`src/rtl/sine_pwm_pkg.sv`:
```
package sine_pwm_pkg;

  localparam int NUM_PH = 3;

  // Q15 sine sample for entry k of a len-entry table, rounded half up
  function automatic int q15_sine(input int k, input int len, input int smp_w);
    real ang;
    real amp;
    ang = 2.0 * 3.14159265358979 * real'(k) / real'(len);
    amp = real'((1 << (smp_w - 1)) - 1);
    return $rtoi($floor(amp * $sin(ang) + 0.5));
  endfunction

endpackage

```
`src/rtl/sine_rom.sv`:
```
module sine_rom
  import sine_pwm_pkg::*;
#(
  parameter int LEN   = 30,
  parameter int SMP_W = 16,
  parameter int AW    = $clog2(LEN)
) (
  input  logic                                 clk,
  input  logic                                 rd_en,
  input  logic [NUM_PH-1:0][AW-1:0]            rd_addr,
  output logic signed [NUM_PH-1:0][SMP_W-1:0]  rd_data
);

  logic signed [SMP_W-1:0] rom [LEN];

  initial begin
    for (int k = 0; k < LEN; k++) rom[k] = SMP_W'(q15_sine(k, LEN, SMP_W));
  end

  for (genvar p = 0; p < NUM_PH; p++) begin : g_port
    always_ff @(posedge clk) begin
      if (rd_en) rd_data[p] <= rom[rd_addr[p]];
    end
  end

endmodule

```
`src/rtl/table_ptr.sv`:
```
module table_ptr
  import sine_pwm_pkg::*;
#(
  parameter int LEN   = 30,
  parameter int AW    = $clog2(LEN),
  parameter int DIV_W = 8
) (
  input  logic                       clk,
  input  logic                       rst,
  input  logic                       step_i,
  input  logic [DIV_W-1:0]           hold_i,
  output logic [NUM_PH-1:0][AW-1:0]  idx_o
);

  logic [AW-1:0]    base_q;
  logic [DIV_W-1:0] cnt_q;
  logic [DIV_W:0]   lim;
  logic [DIV_W:0]   cnt_nx;

  assign lim    = (hold_i == '0) ? (DIV_W+1)'(1) : {1'b0, hold_i};
  assign cnt_nx = {1'b0, cnt_q} + (DIV_W+1)'(1);

  always_ff @(posedge clk) begin
    if (rst) begin
      base_q <= '0;
      cnt_q  <= '0;
    end else if (step_i) begin
      if (cnt_nx >= lim) begin
        cnt_q  <= '0;
        base_q <= (base_q == AW'(LEN - 1)) ? '0 : base_q + AW'(1);
      end else begin
        cnt_q <= cnt_nx[DIV_W-1:0];
      end
    end
  end

  for (genvar p = 0; p < NUM_PH; p++) begin : g_off
    localparam int OFF = (p * LEN) / NUM_PH;
    logic [AW:0] sum;
    assign sum      = {1'b0, base_q} + (AW+1)'(OFF);
    assign idx_o[p] = (sum >= (AW+1)'(LEN)) ? AW'(sum - (AW+1)'(LEN)) : sum[AW-1:0];
  end

  p_ptr_range_r7: assert property (@(posedge clk) disable iff (rst)
    base_q < AW'(LEN));
  p_ptr_still_r8: assert property (@(posedge clk) disable iff (rst)
    !step_i |=> $stable(base_q));

endmodule

```
`src/rtl/duty_scale.sv`:
```
module duty_scale #(
  parameter int SMP_W = 16,
  parameter int CMP_W = 16
) (
  input  logic                    clk,
  input  logic                    rst,
  input  logic                    en_i,
  input  logic signed [SMP_W-1:0] smp_i,
  input  logic [CMP_W-1:0]        amp_i,
  input  logic [CMP_W-2:0]        half_i,
  output logic [CMP_W-1:0]        cmp_o
);

  localparam int PW = SMP_W + CMP_W + 2;

  logic signed [PW-1:0] smp_x, amp_x, prod, rnd, half_x, per_x, sum;

  always_comb begin
    smp_x  = PW'(smp_i);
    amp_x  = PW'({1'b0, amp_i});
    prod   = smp_x * amp_x;
    rnd    = (prod + PW'(1 << (SMP_W - 2))) >>> (SMP_W - 1);
    half_x = PW'({1'b0, half_i});
    per_x  = half_x <<< 1;
    sum    = half_x + rnd;
  end

  always_ff @(posedge clk) begin
    if (rst) cmp_o <= '0;
    else if (en_i) begin
      if (sum < 0)          cmp_o <= '0;
      else if (sum > per_x) cmp_o <= CMP_W'(per_x);
      else                  cmp_o <= CMP_W'(sum);
    end
  end

  p_cmp_bounded_r6: assert property (@(posedge clk) disable iff (rst)
    en_i |=> ({1'b0, cmp_o} <= {$past(half_i), 2'b00} >> 1));

endmodule

```
`src/rtl/sine_pwm_duty.sv`:
```
module sine_pwm_duty
  import sine_pwm_pkg::*;
#(
  parameter int MF    = 15,
  parameter int SMP_W = 16,
  parameter int CMP_W = 16,
  parameter int DIV_W = 8
) (
  input  logic             clk,
  input  logic             rst,
  input  logic             upd_i,
  input  logic [CMP_W-2:0] half_per_i,
  input  logic [CMP_W-1:0] amp_i,
  input  logic [DIV_W-1:0] hold_i,
  output logic [CMP_W-1:0] cmp_a_o,
  output logic [CMP_W-1:0] cmp_b_o,
  output logic [CMP_W-1:0] cmp_c_o,
  output logic             duty_vld_o
);

  localparam int LEN = 2 * MF;
  localparam int AW  = $clog2(LEN);

  logic [NUM_PH-1:0][AW-1:0]           idx;
  logic signed [NUM_PH-1:0][SMP_W-1:0] smp;
  logic [NUM_PH-1:0][CMP_W-1:0]        cmp;
  logic                                s1_vld;
  logic [CMP_W-1:0]                    amp_q;
  logic [CMP_W-2:0]                    half_q;

  table_ptr #(.LEN(LEN), .AW(AW), .DIV_W(DIV_W)) u_ptr (
    .clk(clk), .rst(rst), .step_i(upd_i), .hold_i(hold_i), .idx_o(idx)
  );

  sine_rom #(.LEN(LEN), .SMP_W(SMP_W), .AW(AW)) u_rom (
    .clk(clk), .rd_en(upd_i), .rd_addr(idx), .rd_data(smp)
  );

  always_ff @(posedge clk) begin
    if (rst) begin
      s1_vld     <= 1'b0;
      duty_vld_o <= 1'b0;
      amp_q      <= '0;
      half_q     <= '0;
    end else begin
      s1_vld     <= upd_i;
      duty_vld_o <= s1_vld;
      if (upd_i) begin
        amp_q  <= amp_i;
        half_q <= half_per_i;
      end
    end
  end

  for (genvar p = 0; p < NUM_PH; p++) begin : g_ph
    duty_scale #(.SMP_W(SMP_W), .CMP_W(CMP_W)) u_scale (
      .clk(clk), .rst(rst), .en_i(s1_vld), .smp_i(smp[p]),
      .amp_i(amp_q), .half_i(half_q), .cmp_o(cmp[p])
    );
  end

  assign cmp_a_o = cmp[0];
  assign cmp_b_o = cmp[1];
  assign cmp_c_o = cmp[2];

  p_stage_r2: assert property (@(posedge clk) disable iff (rst)
    upd_i |=> s1_vld);
  p_pulse_r2: assert property (@(posedge clk) disable iff (rst)
    s1_vld |=> duty_vld_o);
  p_quiet_r2: assert property (@(posedge clk) disable iff (rst)
    !s1_vld |=> ($stable(cmp_a_o) && $stable(cmp_b_o) && $stable(cmp_c_o)));
  p_zero_amp_r5: assert property (@(posedge clk) disable iff (rst)
    (s1_vld && amp_q == '0) |=> (cmp_a_o == {1'b0, $past(half_q)}));

endmodule

```
`config.mk`:
```
export PLATFORM = sky130hd
export DESIGN_NAME = sine_pwm_duty
export DESIGN_NICKNAME = d
export VERILOG_FILES = /design/src/rtl/sine_pwm_pkg.sv /design/src/rtl/sine_rom.sv /design/src/rtl/table_ptr.sv /design/src/rtl/duty_scale.sv /design/src/rtl/sine_pwm_duty.sv
export SDC_FILE = /design/constraint.sdc
export NUM_CORES = 2
export LEC_CHECK = 0
export ABC_AREA = 0
export BUFFER_PORTS_ARGS = -buffer_cell sky130_fd_sc_hd__buf_2
export CAP_MARGIN = 20
export CORE_MARGIN = 2
export CORE_UTILIZATION = 35
export CTS_CLUSTER_SIZE = 20
export DETAILED_ROUTE_END_ITERATION = 12
export PLACE_DENSITY = 0.57
export SETUP_SLACK_MARGIN = 0.02
export SLEW_MARGIN = 20
export SYNTH_ARGS = -nofsm -noshare
export SYNTH_HDL_FRONTEND = slang
export SYNTH_SLANG_ARGS = --single-unit
```
`constraint.sdc`:
```
create_clock -name clk -period 9 [get_ports clk]
set_input_delay 1.35 -clock clk [delete_from_list [all_inputs] [get_ports clk]]
set_output_delay 1.35 -clock clk [all_outputs]
set_load 0.02 [all_outputs]
```
==> reports/qor.txt <==
status: complete, but fails checks
violated checks: setup timing
most frequent cells in the layout: sky130_fd_sc_hd__inv_1 (699), sky130_fd_sc_hd__fa_1 (573), sky130_fd_sc_hd__nand2_1 (519)
Top Ports: 91
PD cells: 334 nW/µm²
Starting Density: 0.353
Max IR drop VDD: 456 µV
area taken by multi-input logic gates: 30,700 µm²
routability cong.: 0.860
buffering stage count on the worst path with inverters included: 8
internal reg-to-reg setup slack: -0.22 ns
utilization after layout: 0.424
DP Wirelength: 84,900 µm
clk root buf: sky130_fd_sc_hd__clkbuf_16
crit path launch: amp_q[11]
clock skew after layout: 0.0141 ns
remaining antenna violation count: 0
number of failing hold endpoints at the final stage: 0
DR WL/cell: 17.4 µm
synthesized netlist net count: 5,313
buffer levels on the longest clock path: 2
most frequent standard cell in the layout excluding fill and tap cells: sky130_fd_sc_hd__inv_1
highest clock rate: 0.108 GHz
Final Worst Setup Slack: -0.220 ns
final WL: 105,000 µm
CTS tree: yes
top_reg_cell synth: sky130_fd_sc_hd__dfxtp_1
distinct cell type count after synthesis: 90
DR vias/cell: 5.05
signal arrival time at the worst endpoint: 9.59 ns
Post-CTS Hold Buffers: 0
Crit Path Category: flop to flop
leakage power total: 21.8 nW
CP Max Fanout: 12
clock-pin slew of the registers on the worst-case setup and hold paths: 0.08 ns
Ys Warns: 0
first-pass GRT wire length: 169,000 µm
maximum number of pins on one net before global-route repair: 55
number of antenna violations at the first check in global routing: 3
transition time at the pin with the least slew margin: 1.10 ns
Fill cells: 10,400
first drt pass iteration count: 6
signed area change from the synthesized netlist to the final layout: 20.1%
max_slew headroom: 0.270
cell accounting for the most synthesized area: sky130_fd_sc_hd__fa_1
setup repair after global routing missed its margin: yes
full die area: 107,000 µm²
DRC violation count after routing: 0
IO buf count: 90
area taken by flip-flops and latches: 3360 µm²
Largest delay share family, worst path: adder cells
grt total ovfl: 0
Worst path max stage delay: 0.55 ns
total global-route track usage: 0.199
EDFF count, synth: 48
Reg2Reg Capture Point: g_ph[2].u_scale.cmp_o[2]
Initial DRC Count: 2,031
crit start category: flop
vias in the first global route: 31,000
post-synthesis sequential element count: 142
clock period minus worst slack: 9.22 ns
Finish-stage setup viols: 34
insertion delay to the later sink of the worst-skew pair: 0.50 ns
critical path's most frequent cell: sky130_fd_sc_hd__fa_1
number of cells on the worst reg-to-reg path: 38
total via count in the routed design: 30,300
last element of the critical path: g_ph[2].u_scale.cmp_o[2]
CP required: 9.37 ns
final-report max-slew violation count: 0
max-cap check violation count: 0
logic depth of the worst path, buffers included: 38
post-route fraction of the period consumed by the critical path: 1.02
proportion of synthesized flip-flops having asynchronous set or reset: 0
fraction of layout cells with a size suffix above 1: 0.188
number of buffers created by CTS: 17
die width: 327 µm
core outline area: 103,000 µm²
synthesized instance count: 4,194
Worst path slowest cell: sky130_fd_sc_hd__fa_1
H-tree levels: 4
Post-layout nets: 5,733
number of sinks on the clock net: 142
count of standard-cell rows: 118
sequential area share after synthesis: 0.0912
crit path capture type: flop
top area cells in the synthesized netlist: sky130_fd_sc_hd__fa_1 (32%), sky130_fd_sc_hd__ha_1 (17%), sky130_fd_sc_hd__inv_1 (7.4%), sky130_fd_sc_hd__and2_1 (5.8%), sky130_fd_sc_hd__nand2_1 (5.4%)
Power, Total: 0.0146 W
area share of the largest cell type after synthesis: 0.321
die extent in y: 327 µm
cell area after technology mapping: 36,400 µm²
synthesized area per cell: 8.69 µm²
class of the most critical hold timing path: flop to flop
reg-to-reg critical path startpoint: amp_q[11]
-- final cells by class --
type	instances	share of cell area
antenna	2	0.000114
clock buffer	17	0.00972
clock inverter	15	0.00432
inverter	718	0.0616
multi-input combinational	3138	0.700
sequential	142	0.0768
tap	1380	0.0394
timing repair buffer	597	0.108
-- state kept, by name, indices dropped and copies added (netlist names) --
register,count
g_ph.u_scale.cmp_o,48
amp_q,16
s1_vld,1
u_ptr.cnt_q,8
duty_vld_o,1
u_rom.rd_data,48
u_ptr.base_q,5
half_q,15
-- kinds of logic after synthesis --
kind of cell / after synthesis / share of synthesized area
compound gates: 575 / 0.105
xor+xnor: 103 / 0.0248
fa+ha+maj: 1077 / 0.490
buf+inv: 915 / 0.0953
flops: 142 / 0.0912
mux: 73 / 0.0209
simple gates: 1309 / 0.173
-- Yosys cell counts (5+ instances only) --
cell and n:
sky130_fd_sc_hd__and3_1 9, sky130_fd_sc_hd__fa_1 585, sky130_fd_sc_hd__o221ai_1 7, sky130_fd_sc_hd__nor3b_1 6, sky130_fd_sc_hd__o21ai_0 107, sky130_fd_sc_hd__o211ai_2 10
sky130_fd_sc_hd__nor3_1 42, sky130_fd_sc_hd__buf_1 9, sky130_fd_sc_hd__o21bai_1 8, sky130_fd_sc_hd__o2111ai_1 21, sky130_fd_sc_hd__o21ai_1 32, sky130_fd_sc_hd__xnor2_1 73
sky130_fd_sc_hd__a31oi_1 12, sky130_fd_sc_hd__or3_1 13, sky130_fd_sc_hd__mux2_2 5, sky130_fd_sc_hd__o311ai_0 5, sky130_fd_sc_hd__a21o_1 56, sky130_fd_sc_hd__a21oi_1 155
sky130_fd_sc_hd__xor2_1 30, sky130_fd_sc_hd__nand4_1 28, sky130_fd_sc_hd__and2_1 337, sky130_fd_sc_hd__nand3_1 67, sky130_fd_sc_hd__inv_1 715, sky130_fd_sc_hd__clkbuf_1 181
sky130_fd_sc_hd__or2_2 6, sky130_fd_sc_hd__o21a_1 25, sky130_fd_sc_hd__nor2b_1 17, sky130_fd_sc_hd__dfxtp_1 94, sky130_fd_sc_hd__a211oi_1 28, sky130_fd_sc_hd__o211ai_1 29
sky130_fd_sc_hd__nand2_1 522, sky130_fd_sc_hd__edfxtp_1 48, sky130_fd_sc_hd__ha_1 492, sky130_fd_sc_hd__o22ai_1 12, sky130_fd_sc_hd__nor2_1 193, sky130_fd_sc_hd__nand2b_1 47
sky130_fd_sc_hd__mux2i_1 66
-- worst reg2reg max path, delay by kind of cell, from the launching register on --
kind | cells | cell delay [ns]
flops | 1 | 0.38
simple gates | 7 | 1.35
mux | 1 | 0.20
xor+xnor | 2 | 0.29
compound gates | 11 | 2.08
fa+ha+maj | 9 | 3.82
buf+inv | 8 | 0.98
-- how the worst min path moves through the flow --
stage / end / depth (start not counted) / startpoint
2_1_floorplan: u_ptr.cnt_q[1] / 2 / u_ptr.cnt_q[1]
3_5_place_dp: g_ph[0].u_scale.cmp_o[14] / 2 / g_ph[0].u_scale.cmp_o[14]
5_1_grt: g_ph[0].u_scale.cmp_o[15] / 2 / g_ph[0].u_scale.cmp_o[15]
3_3_place_gp: g_ph[0].u_scale.cmp_o[12] / 2 / g_ph[0].u_scale.cmp_o[12]
6_report: g_ph[0].u_scale.cmp_o[11] / 2 / g_ph[0].u_scale.cmp_o[11]
4_1_cts: g_ph[0].u_scale.cmp_o[11] / 2 / g_ph[0].u_scale.cmp_o[11]
-- power by group --
part	switching, W	internal, W	total (W)
logic	0.00649	0.00658	0.0131
clock network	0.000401	0.000379	0.000780
registers	0.0000677	0.000709	0.000777
-- routing by layer --
layer / wire length [µm] / GRT usage / part of all wire
met2: 51300 / 0.338 / 0.49
met5: 0 / 0 / 0
met1: 47600 / 0.271 / 0.45
met3: 3810 / 0.0194 / 0.036
met4: 2220 / 0.0481 / 0.021
-- per-stage QoR --
stage | instance area, µm² | setup slack, ns | hold slack (ns) | std cells | TNS, ns
after CTS | 43100 | -0.152 | 0.456 | 5984 | -3.29
after floorplan | 36500 | 0.0263 | 0.463 | 4194 | 0
after detailed placement | 41500 | -0.546 | 0.445 | 5917 | -19.91
after global routing | 43800 | -0.671 | 0.476 | 6008 | -23.03
after global placement | 41500 | -0.526 | 0.436 | 5917 | -16.43
final | 43800 | -0.220 | 0.456 | 6009 | -3.29
-- timing repair --
| item | 4_1_cts | 5_1_grt |
|---|---|---|
| resized for setup | 165 | 103 |
| cloned | 4 | 1 |
| setup endpoints to repair | 47 | 48 |
| setup buffers | 34 | 25 |
| pin swaps | 117 | 97 |
(Power assumes the default switching activity.)
